### config.mk
export PLATFORM = sky130hd
export DESIGN_NAME = sd_cmd_issue
export DESIGN_NICKNAME = d
export VERILOG_FILES = /design/src/rtl/sd_cmd_pkg.sv /design/src/rtl/sd_cmd_ctrl.sv /design/src/rtl/sd_rsp_store.sv /design/src/rtl/sd_cmd_issue.sv
export SDC_FILE = /design/constraint.sdc
export NUM_CORES = 1
export LEC_CHECK = 0
export BUFFER_PORTS_ARGS = -buffer_cell sky130_fd_sc_hd__buf_4
export CAP_MARGIN = 20
export CORE_MARGIN = 1
export CORE_UTILIZATION = 54
export CTS_BUF_LIST = sky130_fd_sc_hd__clkbuf_4 sky130_fd_sc_hd__clkbuf_8
export DETAILED_ROUTE_END_ITERATION = 6
export MAX_ROUTING_LAYER = met4
export PLACE_DENSITY = 0.82
export REMOVE_ABC_BUFFERS = 1
export SETUP_SLACK_MARGIN = 0.3
export SYNTH_ARGS = -nofsm -noshare
export SYNTH_HDL_FRONTEND = slang
export SYNTH_SLANG_ARGS = --single-unit
### constraint.sdc
create_clock -name clk -period 2.5 [get_ports clk]
set_input_delay 0.25 -clock clk [delete_from_list [all_inputs] [get_ports clk]]
set_output_delay 0.25 -clock clk [all_outputs]
set_load 0.005 [all_outputs]
### src/rtl/sd_cmd_pkg.sv
package sd_cmd_pkg;
  localparam int REG_AW   = 5;
  localparam int WORD_W   = 32;
  localparam int RSP_WORDS = 4;
  localparam int IDX_W    = 6;

  localparam int OFS_CMD  = 0;
  localparam int OFS_ARG  = 4;
  localparam int OFS_RSP  = 8;
  localparam int OFS_LAST = 24;

  localparam int BIT_NEED = 6;
  localparam int BIT_LONG = 7;
  localparam int BIT_APP  = 8;
  localparam int BIT_GO   = 9;
  localparam int BIT_RST  = 10;

  typedef enum logic [1:0] {
    ST_IDLE = 2'd0,
    ST_REQ  = 2'd1,
    ST_WAIT = 2'd2,
    ST_RST  = 2'd3
  } cmd_state_e;

  localparam logic [1:0] CODE_OK   = 2'd0;
  localparam logic [1:0] CODE_FAIL = 2'd1;

  typedef struct packed {
    logic             app;
    logic             long_rsp;
    logic             need_rsp;
    logic [IDX_W-1:0] idx;
  } cmd_fields_t;
endpackage

### src/rtl/sd_cmd_ctrl.sv
module sd_cmd_ctrl
  import sd_cmd_pkg::*;
#(
  parameter int RST_CYCLES = 4,
  parameter int DW = 32
) (
  input  logic          clk,
  input  logic          rst_n,
  input  logic          cmd_wr,
  input  logic          arg_wr,
  input  logic [DW-1:0] wdata,
  input  logic          req_ready,
  input  logic          rsp_valid,
  input  logic [1:0]    rsp_code,
  output cmd_fields_t   fields,
  output logic [DW-1:0] arg,
  output logic          go_bit,
  output logic          rst_busy,
  output logic          pending,
  output logic          req_valid,
  output logic          st_sent,
  output logic          st_to,
  output logic          st_fail,
  output logic          st_ok,
  output logic          clr_all,
  output logic          cap_word,
  output logic          cap_long,
  output logic          cap_last
);
  localparam int CW = $clog2(RST_CYCLES + 1);

  cmd_state_e    state_q, state_d;
  cmd_fields_t   fields_q, fields_d;
  logic [DW-1:0] arg_q, arg_d;
  logic          go_q, go_d;
  logic [CW-1:0] cnt_q, cnt_d;
  logic [3:0]    flags_q, flags_d;   // {ok, fail, timeout, sent}

  always_comb begin
    state_d  = state_q;
    fields_d = fields_q;
    arg_d    = arg_q;
    go_d     = go_q;
    cnt_d    = cnt_q;
    flags_d  = flags_q;
    clr_all  = 1'b0;
    cap_word = 1'b0;
    cap_long = 1'b0;
    cap_last = 1'b0;
    if (state_q == ST_RST) begin
      if (cnt_q <= CW'(1)) begin
        state_d = ST_IDLE;
        cnt_d   = '0;
      end else begin
        cnt_d = cnt_q - CW'(1);
      end
    end else if (cmd_wr && wdata[BIT_RST]) begin
      state_d  = ST_RST;
      cnt_d    = CW'(RST_CYCLES);
      fields_d = '0;
      arg_d    = '0;
      go_d     = 1'b0;
      flags_d  = '0;
      clr_all  = 1'b1;
    end else begin
      unique case (state_q)
        ST_IDLE: begin
          if (arg_wr) arg_d = wdata;
          if (cmd_wr) begin
            fields_d = wdata[BIT_APP:0];
            if (wdata[BIT_GO]) begin
              go_d    = 1'b1;
              state_d = ST_REQ;
              flags_d = '0;
            end
          end
        end
        ST_REQ: begin
          if (req_ready) begin
            go_d = 1'b0;
            if (fields_q.need_rsp) begin
              state_d = ST_WAIT;
            end else begin
              state_d = ST_IDLE;
              flags_d = 4'b0001;
            end
          end
        end
        ST_WAIT: begin
          if (rsp_valid) begin
            state_d = ST_IDLE;
            if (rsp_code == CODE_OK) begin
              flags_d  = 4'b1001;
              cap_word = 1'b1;
              cap_long = fields_q.long_rsp;
              cap_last = 1'b1;
            end else if (rsp_code == CODE_FAIL) begin
              flags_d  = 4'b0101;
              cap_last = 1'b1;
            end else begin
              flags_d  = 4'b0011;
            end
          end
        end
        default: state_d = ST_IDLE;
      endcase
    end
  end

  always_ff @(posedge clk or negedge rst_n) begin
    if (!rst_n) begin
      state_q  <= ST_IDLE;
      fields_q <= '0;
      arg_q    <= '0;
      go_q     <= 1'b0;
      cnt_q    <= '0;
      flags_q  <= '0;
    end else begin
      state_q  <= state_d;
      fields_q <= fields_d;
      arg_q    <= arg_d;
      go_q     <= go_d;
      cnt_q    <= cnt_d;
      flags_q  <= flags_d;
    end
  end

  assign fields    = fields_q;
  assign arg       = arg_q;
  assign go_bit    = go_q;
  assign rst_busy  = (state_q == ST_RST);
  assign pending   = (state_q != ST_IDLE);
  assign req_valid = (state_q == ST_REQ);
  assign st_sent   = flags_q[0];
  assign st_to     = flags_q[1];
  assign st_fail   = flags_q[2];
  assign st_ok     = flags_q[3];
endmodule

### src/rtl/sd_rsp_store.sv
module sd_rsp_store #(
  parameter int DW = 32,
  parameter int NW = 4,
  parameter int LW = 7
) (
  input  logic           clk,
  input  logic           rst_n,
  input  logic           clr,
  input  logic           cap_word,
  input  logic           cap_long,
  input  logic           cap_last,
  input  logic [NW*DW-1:0] data_in,
  input  logic [LW-1:0]  last_in,
  output logic [NW*DW-1:0] words,
  output logic [LW-1:0]  last
);
  for (genvar g = 0; g < NW; g++) begin : g_word
    logic [DW-1:0] q, d;
    logic          upd;
    assign upd = cap_word && ((g == 0) || cap_long);
    always_comb begin
      d = q;
      if (clr)      d = '0;
      else if (upd) d = data_in[g*DW +: DW];
    end
    always_ff @(posedge clk or negedge rst_n) begin
      if (!rst_n) q <= '0;
      else        q <= d;
    end
    assign words[g*DW +: DW] = q;
  end

  logic [LW-1:0] last_q, last_d;
  always_comb begin
    last_d = last_q;
    if (clr)           last_d = '0;
    else if (cap_last) last_d = last_in;
  end
  always_ff @(posedge clk or negedge rst_n) begin
    if (!rst_n) last_q <= '0;
    else        last_q <= last_d;
  end
  assign last = last_q;
endmodule

### src/rtl/sd_cmd_issue.sv
module sd_cmd_issue
  import sd_cmd_pkg::*;
#(
  parameter int RST_CYCLES = 4
) (
  input  logic                      clk,
  input  logic                      rst_n,
  input  logic                      bus_we,
  input  logic [REG_AW-1:0]         bus_addr,
  input  logic [WORD_W-1:0]         bus_wdata,
  output logic [WORD_W-1:0]         bus_rdata,
  output logic                      cmd_req_valid,
  input  logic                      cmd_req_ready,
  output logic [IDX_W-1:0]          cmd_req_index,
  output logic [WORD_W-1:0]         cmd_req_arg,
  output logic                      cmd_req_need_rsp,
  output logic                      cmd_req_long,
  output logic                      cmd_req_app,
  input  logic                      rsp_valid,
  input  logic [1:0]                rsp_code,
  input  logic [RSP_WORDS*WORD_W-1:0] rsp_data,
  output logic                      st_sent,
  output logic                      st_rsp_timeout,
  output logic                      st_rsp_crc_fail,
  output logic                      st_rsp_crc_ok
);
  localparam int LW = IDX_W + 1;

  logic        cmd_wr, arg_wr;
  cmd_fields_t fields;
  logic [WORD_W-1:0] arg;
  logic        go_bit, rst_busy, pending;
  logic        clr_all, cap_word, cap_long, cap_last;
  logic [RSP_WORDS*WORD_W-1:0] words;
  logic [LW-1:0] last;

  assign cmd_wr = bus_we && (bus_addr == REG_AW'(OFS_CMD));
  assign arg_wr = bus_we && (bus_addr == REG_AW'(OFS_ARG));

  sd_cmd_ctrl #(.RST_CYCLES(RST_CYCLES), .DW(WORD_W)) u_ctrl (
    .clk(clk), .rst_n(rst_n), .cmd_wr(cmd_wr), .arg_wr(arg_wr),
    .wdata(bus_wdata), .req_ready(cmd_req_ready), .rsp_valid(rsp_valid),
    .rsp_code(rsp_code), .fields(fields), .arg(arg), .go_bit(go_bit),
    .rst_busy(rst_busy), .pending(pending), .req_valid(cmd_req_valid),
    .st_sent(st_sent), .st_to(st_rsp_timeout), .st_fail(st_rsp_crc_fail),
    .st_ok(st_rsp_crc_ok), .clr_all(clr_all), .cap_word(cap_word),
    .cap_long(cap_long), .cap_last(cap_last)
  );

  sd_rsp_store #(.DW(WORD_W), .NW(RSP_WORDS), .LW(LW)) u_store (
    .clk(clk), .rst_n(rst_n), .clr(clr_all), .cap_word(cap_word),
    .cap_long(cap_long), .cap_last(cap_last), .data_in(rsp_data),
    .last_in({fields.app, fields.idx}), .words(words), .last(last)
  );

  assign cmd_req_index    = fields.idx;
  assign cmd_req_arg      = arg;
  assign cmd_req_need_rsp = fields.need_rsp;
  assign cmd_req_long     = fields.long_rsp;
  assign cmd_req_app      = fields.app;

  always_comb begin
    bus_rdata = '0;
    if (bus_addr == REG_AW'(OFS_CMD)) begin
      bus_rdata[BIT_APP:0] = fields;
      bus_rdata[BIT_GO]    = go_bit;
      bus_rdata[BIT_RST]   = rst_busy;
    end
    if (bus_addr == REG_AW'(OFS_ARG))  bus_rdata = arg;
    if (bus_addr == REG_AW'(OFS_LAST)) bus_rdata[LW-1:0] = last;
    for (int i = 0; i < RSP_WORDS; i++) begin
      if (bus_addr == REG_AW'(OFS_RSP + 4 * i)) bus_rdata = words[i*WORD_W +: WORD_W];
    end
  end
endmodule

## Yosys cells after proc, flatten, opt, wreduce, memory -nomap -nowiden

Index checks and enable logic that the tools add are counted.

| storage, ports and cells | value |
|---|---|
| bits in registers | 186 |
| output and inout port bits | 78 |

| operators by class | value |
|---|---|
| bitwise logic cells | 1 |
| $add $sub $neg | 1 |
| reduce and logical (&&, ||, !) cells | 21 |
| equality and inequality tests | 20 |
| magnitude comparators | 1 |
| multiplexer cells | 67 |

Operators with widths:

| cell | count |
|---|---|
| 32-bit 2-to-1 mux | 16 |
| 4-bit 2-to-1 mux | 7 |
| 9-bit 2-to-1 mux | 3 |
| 1-bit 2-to-1 mux | 22 |
| 7-bit 2-to-1 mux | 3 |
| 2-bit 2-to-1 mux | 8 |
| 5-bit == test, second input constant | 3 |
| 2-bit nonzero test | 7 |
| 3-bit 2-to-1 mux | 4 |
| 4-bit case mux with 3 select lines | 1 |
| 11-bit 2-to-1 mux | 1 |
| 5-bit by 4-bit == test with 1-bit output, second input constant | 2 |
| 5-bit AND reduction | 2 |
| 4-bit by 3-bit inequality test with 1-bit output, second input constant | 2 |
| 7-bit AND reduction | 1 |
| 3-bit by 1-bit inequality test with 1-bit output, second input constant | 2 |
| 3-bit by 2-bit inequality test with 1-bit output, second input constant | 2 |
| 2-bit case mux with 3 select lines | 1 |
| 3-bit AND reduction | 2 |
| 5-bit by 3-bit == test with 1-bit output, second input constant | 1 |
| 5-bit logical NOT | 1 |
| 2-bit by 1-bit == test with 1-bit output, second input constant | 2 |
| 2-bit == test, second input constant | 2 |
| 1-bit logical AND | 4 |
| 11 further kinds | 12 |

## Logic depth before layout (Yosys ltp)

Gate-level depths: netlist (run 1).

| depth | value |
|---|---|
| word-level depth | 9 |
| gate-level depth with buffers | 9 |
| depth with buffers taken out | 7 |

## Hierarchy

From an unflattened synthesis (run 1), not the netlist that was laid out.

| second synthesis, totals | value |
|---|---|
| cell total of the unflattened synthesis | 1001 |
| area total of the unflattened synthesis | 9992.1 um2 |

Modules (own cells, without submodules):

| module | cells an instance | area each (um2) | sequential area each (um2) | times used |
|---|---|---|---|---|
| sd_rsp_store | 563 | 6321.1 | 3378.2 | 1 |
| sd_cmd_ctrl | 190 | 2254.7 | 1276.2 | 1 |
| sd_cmd_issue | 248 | 1416.4 | 0.0 | 1 |

## Least setup slack after synthesis (run 1)

Ideal clock, no wire load.

| path | value |
|---|---|
| kind | register to register |
| from | register u_ctrl.state_q[0] |
| to | register u_ctrl.flags_q[2] |
| cell stages (with the launch flop) | 8 |
| buffers on the path | 0 |
| slack | 0.526 ns |
| data arrival time | 1.850 ns |
| clock period less this slack | 1.974 ns |
| cells stage by stage | dfrtp_1 > inv_1 > ha_1 > inv_1 > o221ai_1 > nor4b_1 > a21oi_1 > mux2_2 |

| between the ends | value |
|---|---|
| longest elaborated chain between the ends | 3 |
| elaborated cells between the ends (all ways) | 14 |
| classes of those cells | 8 x eq/ne; 2 x mux; 1 x bitwise; 3 x reduce/logical |

RTL lines:

| item | RTL line | source |
|---|---|---|
| start, declared | sd_cmd_ctrl.sv:32 | `cmd_state_e state_q, state_d;` |
| start signal, assigned | sd_cmd_ctrl.sv:119 | `state_q <= state_d;` |
| 2-bit == test, or another cell as far along | sd_cmd_ctrl.sv:66 | `unique case (state_q)` |
| 3-bit by 2-bit inequality test with 1-bit output (no line), or another cell as far along | n/a |  |
| 7-bit AND reduction (no line) / 4-bit 2-to-1 mux (equally long branches) | n/a |  |
| end signal, assigned | sd_cmd_ctrl.sv:124 | `flags_q <= flags_d;` |
| end, declared | sd_cmd_ctrl.sv:37 | `logic [3:0] flags_q, flags_d;` |

Several ways; a longest one is shown, not always the timed one.
A chain may end at the register's enable or synchronous reset.

## Worst setup path in the final report (run 1)

| path | value |
|---|---|
| from | register u_ctrl.state_q[1] |
| to | output bus_rdata[10] |

| between the ends | value |
|---|---|
| longest elaborated chain between the ends | 7 |

RTL lines:

| item | RTL line | source |
|---|---|---|
| 2-bit == test | sd_cmd_ctrl.sv:131 | `assign rst_busy = (state_q == ST_RST);` |
| 11-bit 2-to-1 mux | sd_cmd_issue.sv:64 | `if (bus_addr == REG_AW'(OFS_CMD)) begin` |
| 32-bit 2-to-1 mux | sd_cmd_issue.sv:69 | `if (bus_addr == REG_AW'(OFS_ARG)) bus_rdata = arg;` |
| 32-bit 2-to-1 mux (4 in a row) | sd_cmd_issue.sv:72 | `if (bus_addr == REG_AW'(OFS_RSP + 4 * i)) bus_rdata = words[i*WORD_W +: WORD_W];` |
| end, declared | sd_cmd_issue.sv:11 | `output logic [WORD_W-1:0] bus_rdata,` |

No other way between the ends.

==> reports/metrics.csv, run 1 <==
stage;metric;value;unit
global_routing;grt_pass1_wl;47900;microns
timing;finalSetupViolations;0;
layout;drive_above_1_share;28.0;%
timing;rsz0062_at_grt;yes;
timing;post-route-min-period;2.18;ns
run_status;outcome;finished clean;
critical_path;cp.required;2.25;ns
critical_path;rr_startpoint;u_ctrl.state_q[1];
critical_path;critical_path_class;reg2out;
global_routing;antenna_found_initial;2;
synth;syn_inst;931;
timing;slew_viol_final;0;
placed_design;gp_congestion;0.860;
job;maxCapViolations;0;
critical_path;r2r-end;u_ctrl.flags_q[3];
die;io-pin-count;250;
critical_path;end_kind;output pin;
layout;utilization;81.3;%
routing;drc;0;
power;power;9790;uW
clock_network;cts_buffers;17;
synth;ys_warn_count;0;
layout;n_fill_cell;941;
placed_design;dp_slack;0.189;ns
hold_path;hold_path_depth;3;
routing;ant_nets;0;
die;fp.dieH;129;microns
critical_path;start_kind;register;
routing;initialDrtViolationCount;1018;
placed_design;place_inst;1354;
placed_design;dp_hpwl;18300;microns
hold_path;min_to;u_store.g_word[3].q[24];
die;start_util;55.2;%
clock_network;cts_tree;built;
clock_network;htreeDepth;4;
die;die_area;16800;sq um
synth;syn-cell-area;8770;sq um
critical_path;crit_fanout;5;
critical_path;rr_worst_depth;7;
die;fp.dieW;129;microns
routing;wl;32300;microns
timing;tightest_slew;0.586;ns
synth;yosys.area.top_type_share;53.1;%
layout;areaGrowthSynthToFinish;47.3;%
global_routing;grt_overflow;0;
hold_path;hp-class;in2reg;
routing;vias_per_cell;6.17;
synth;synthTopCellsByArea;dfrtp_1 53%, nand2_1 9.5%, a22o_1 7.1%;
layout;nNetsFinal;1482;
synth;synth_top_area_cell;dfrtp_1;
timing;period_share;87.3;%
timing;clock-skew-final;0.0170;ns
critical_path;cp.arrival;1.93;ns
synth;ys_types;45;
power;power_density;757;nW/um^2
clock_network;insertion_delay;0.49;ns
synth;synth_area_per_cell;9.42;sq um
global_routing;grt_usage;39.2;%
timing;maxSlewHeadroom;60.9;%
synth;synth.yosys.seq_area_share;53.1;%
global_routing;grt_pass1_vias;9199;
clock_network;cts_root_buf;clkbuf_8;
power;static-leakage-power;0.00626;uW
clock_network;cts_buffer_depth;2;
hold_path;min_from;rsp_data[120];
routing;vias;9474;
global_routing;grt_max_degree;68;
layout;stdcell_count;1535;
power;ir_drop;0.000470;V
clock_network;clkSinkCount;186;
clock_network;path_clk_slew;0.10;ns
routing;wl_per_cell;21.1;microns
timing;setup_ws;0.317;ns
critical_path;r2r_setup_slack;0.38;ns
timing;whs;0.00976;ns
routing;first_pass_iters;6;
die;rows;46;
synth;synth_seq_cells;186;
placed_design;port_buffers;249;
die;core_area;15900;sq um
timing;max_freq;458;MHz
timing;finalHoldViolCount;0;
metrics by stage:
step / area [sq um] / setup TNS, ns
after detailed placement: 10900 / 0
after global placement: 10900 / 0
after global routing: 12900 / 0
after floorplan: 8400 / -169.49
after CTS: 12700 / 0
final: 12900 / 0
kinds of logic after synthesis:
family	Yosys count	share of synthesized area, %
DFF	186	53.1
muxes	16	2.50
and+or+nand+nor	366	18.0
AOI/OAI and AO/OA	262	20.5
adders and majority gates	6	0.856
buffers and inverters	95	5.09
synthesized netlist by cell type, drive strengths merged:
master	number
o221ai	6
nand4	2
a221oi	2
dfrtp	186
o22ai	5
ha	6
nor3	6
nor4	4
nand3	53
nor2	53
clkbuf	39
mux2i	5
nand2b	4
a21oi	50
o41ai	20
o32ai	1
a211o	1
a31oi	1
and3	6
nand2	223
mux4	4
inv	20
a22oi	25
o21ai	69
or3	3
nor2b	5
a22o	71
or2	1
mux2	7
a21o	4
nor4b	5
buf	36
nor3b	1
o221a	1
a211oi	6
sequential cells by signal, summed over array words and instances (netlist names):
name              flops
u_ctrl.cnt_q          3
u_ctrl.arg           32
u_ctrl.state_q        2
u_ctrl.fields         9
u_ctrl.go_bit         1
u_store.g_word.q    128
u_store.last          7
u_ctrl.flags_q        4
how the worst max path moves through the flow:
stage                       from                       to  depth (start not counted)
4_1_cts        u_ctrl.state_q[0]          u_store.last[1]                          5
5_1_grt        u_ctrl.state_q[1]            bus_rdata[10]                          7
6_report       u_ctrl.state_q[1]            bus_rdata[10]                          7
3_5_place_dp         bus_addr[4]          u_store.last[1]                          6
2_1_floorplan  u_ctrl.state_q[0]  u_store.g_word[1].q[18]                          5
3_3_place_gp         bus_addr[1]            bus_rdata[19]                          6
cell type report:
type / count / area (sq um) / area share, %
well taps: 216 / 270 / 2.09
repair buffers: 429 / 3720 / 28.8
diodes: 3 / 7.51 / 0.0581
inverters: 20 / 75.1 / 0.581
flip-flops and latches: 186 / 4660 / 36.0
clock buffers: 19 / 255 / 1.98
clock inverters: 12 / 144 / 1.11
multi-input cells: 650 / 3800 / 29.4
repair_timing:
| action | 4_1_cts | 5_1_grt |
|---|---|---|
| hold endpoints to repair | 191 | 0 |
| hold buffers | 133 | 0 |
| pin swaps | 0 | 14 |
| cloned | 0 | 3 |
| setup buffers | 0 | 10 |
| setup endpoints to repair | 19 | 139 |
| resized for setup | 9 | 20 |
where the power goes:
part           internal, uW  leakage [uW]  switching, uW
sequential             4080       0.00241            816
clock                   932      0.000186           1130
combinational          1570       0.00367           1260
total                  6580       0.00626           3210
critical path, stage by stage (launching register included):
cell	delay (ns)
dfrtp_1	0.43
ha_4	0.20
nor2b_4	0.15
a211oi_2	0.04
o22ai_1	0.14
o221ai_1	0.14
nor2_1	0.20
buf_4	0.14
routing by layer:
| metal | global-route usage, % | part of all wire, % | routed length (microns) |
|---|---|---|---|
| met5 | - | 0 | 0 |
| met3 | 8.26 | 9.2 | 2990 |
| met2 | 61.9 | 48 | 15600 |
| met1 | 46.7 | 37 | 11800 |
| met4 | 23.1 | 6.1 | 1960 |
cells in the final DEF, fill, tap and decap left out, drive strengths merged, types with 25 or more instances in the layout:
cell type | synthesis | layout
buf | 36 | 293
nand2 | 223 | 223
dfrtp | 186 | 186
dlygate4sd3 | 0 | 133
a22o | 71 | 71
o21ai | 69 | 69
nand3 | 53 | 53
nor2 | 53 | 53
a21oi | 50 | 50
a22oi | 25 | 25
No activity file was read; power rests on OpenSTA's default activity.
==> inputs of run 2 (changes only) <==
--- a/config.mk
+++ b/config.mk
@@ -13,6 +13,7 @@
 export DETAILED_ROUTE_END_ITERATION = 6
 export MAX_ROUTING_LAYER = met4
 export PLACE_DENSITY = 0.82
+export RECOVER_POWER = 50
 export REMOVE_ABC_BUFFERS = 1
 export SETUP_SLACK_MARGIN = 0.3
 export SYNTH_ARGS = -nofsm -noshare
==> run 2 against run 1 <==
Against the previous run: clock power is essentially flat; critical endpoint is now bus_rdata[16]; highest routed layer unchanged; first-iteration DRC count grew 6.9%; non-clock buffer count is the same; sequential cell count is the same; hold slack gained 0.0068 ns; the run now ends with design-rule violations, max-capacitance violations, max-slew violations left; total power shrank 0.66%; largest cell class unchanged; via count shrank 0.44%; combinational power shrank 2%.
==> reports/metrics.csv, run 2 (synthesis gave the netlist of run 1 again) <==
stage;metric;value;unit
run_status;outcome;finished with violations;
run_status;violations;design-rule violations, max-capacitance violations, max-slew violations;
clock_network;cts_buffers;17;
global_routing;grt_max_degree;68;
global_routing;grt_usage;39.2;%
job;maxCapViolations;1;
routing;vias_per_cell;6.14;
layout;utilization;81.1;%
layout;drive_above_1_share;27.5;%
power;power_density;754;nW/um^2
critical_path;end_kind;output pin;
layout;seq_area;4660;sq um
die;io-pin-count;250;
routing;drc;1;
global_routing;grt_util_met1;46.7;%
layout;nNetsFinal;1482;
clock_network;cts_tree;built;
clock_network;path_clk_slew;0.09;ns
timing;whs;0.0165;ns
clock_network;clkSinkCount;186;
clock_network;cts_buffer_depth;2;
global_routing;grt_overflow;0;
global_routing;top_usage_layer;met2;
placed_design;gp_congestion;0.860;
power;ir_drop;0.000467;V
timing;tightest_slew;1.67;ns
die;rows;46;
timing;setup_ws;0.345;ns
routing;wl_per_cell;21.0;microns
layout;largest_reg_flops;128;
critical_path;cp.required;2.25;ns
die;start_util;55.2;%
timing;rsz0062_at_grt;yes;
routing;wl;32200;microns
layout;top_register;u_store.g_word.q;
routing;ant_nets;0;
global_routing;use_met3;8.26;%
power;static-leakage-power;0.00622;uW
critical_path;cp.arrival;1.90;ns
critical_path;critical_path_class;in2out;
layout;layout_commonest_cell;buf_4;
timing;clock-skew-final;0.0200;ns
layout;multi_input_area;3800;sq um
timing;period_share;86.2;%
die;die_area;16800;sq um
routing;vias;9432;
clock_network;cts_root_buf;clkbuf_8;
routing;initialDrtViolationCount;1088;
timing;finalHoldViolCount;0;
timing;maxSlewHeadroom;-11.4;%
hold_path;hp-class;in2reg;
placed_design;port_buffers;249;
critical_path;crit_fanout;15;
placed_design;dp_hpwl;18300;microns
timing;post-route-min-period;2.15;ns
timing;max_freq;464;MHz
die;fp.dieH;129;microns
layout;areaGrowthSynthToFinish;46.9;%
timing;slew_viol_final;64;
global_routing;grt_pass1_vias;9199;
placed_design;dp_slack;0.189;ns
global_routing;grtUsageMet2;61.9;%
layout;layout_common_cells;240 x buf_4, 222 x nand2_1, 185 x dfrtp_1, 133 x dlygate4sd3_1, 71 x a22o_1;
die;fp.dieW;129;microns
routing;first_pass_iters;7;
die;core_area;15900;sq um
timing;finalSetupTns;0;ns
clock_network;htreeDepth;4;
timing;finalSetupViolations;0;
global_routing;antenna_found_initial;2;
global_routing;grt_pass1_wl;47900;microns
critical_path;start_kind;input port;
layout;n_fill_cell;952;
clock_network;insertion_delay;0.48;ns
==> run 2: cell types whose count changed in the layout (fill, tap and decap cells not counted) <==
cell / change
clkbuf_8: -1
clkbuf_2: +2
buf_4: -40
clkbuf_4: +33
clkbuf_1: +6
==> run 2: critical path: stages <==
cell	delay (ns)
buf_4	0.19
nor2b_1	0.17
nand3_1	0.31
buf_6	0.27
nor2_1	0.08
o41ai_1	0.40
buf_4	0.22
==> run 2: timing repair <==
item | 4_1_cts | 5_1_grt
endpoints found under the hold margin | 191 | 0
gates resized for setup | 9 | 20
pin swaps | 0 | 14
setup endpoints to repair | 19 | 139
buffers inserted | 0 | 10
gates cloned | 0 | 3
hold buffers | 133 | 0
==> run 2: power breakdown <==
group	total [uW]	switching [uW]	leakage [uW]	internal [uW]
registers	4890	809	0.00241	4080
clock network	2050	1120	0.000186	933
logic	2780	1260	0.00363	1520
==> run 2: worst paths after layout <==
path | depth (start not counted) | endpoint | from | slack, ns
min in group asynchronous | 2 | u_ctrl.arg[28] | rst_n | 0.74
setup / recovery | 7 | bus_rdata[16] | bus_addr[2] | 0.35
hold reg to reg | 2 | u_store.g_word[2].q[24] | u_store.g_word[2].q[24] | 0.51
max in group asynchronous | 3 | u_store.g_word[0].q[10] | rst_n | 0.49
hold / removal | 2 | u_store.g_word[3].q[7] | rsp_data[103] | 0.02
setup reg to reg | 7 | u_ctrl.flags_q[3] | u_ctrl.state_q[1] | 0.39
==> run 2: per-stage QoR <==
| step | total power, uW | instances | instance area, sq um |
|---|---|---|---|
| after detailed placement | 7310 | 1354 | 10900 |
| after global routing | 10200 | 1534 | 12900 |
| after global placement | 7160 | 1354 | 10900 |
| after floorplan | 5990 | 856 | 8400 |
| final | 9720 | 1535 | 12900 |
| after CTS | 9540 | 1518 | 12700 |
==> run 2: cell type report <==
| class | instances | share of cell area, % |
|---|---|---|
| Antenna cell | 3 | 0.0582 |
| Clock buffer | 19 | 1.98 |
| Clock inverter | 12 | 1.12 |
| Inverter | 20 | 0.582 |
| Multi-Input combinational cell | 650 | 29.5 |
| Sequential cell | 186 | 36.1 |
| Tap cell | 216 | 2.10 |
| Timing Repair Buffer | 429 | 28.6 |
==> run 2: routing by layer <==
metal | up-vias | part of all wire, %
li1 | 4039 | -
met1 | 4526 | 37
met2 | 695 | 49
met3 | 172 | 9.0
met4 | 0 | 5.8
met5 | - | 0
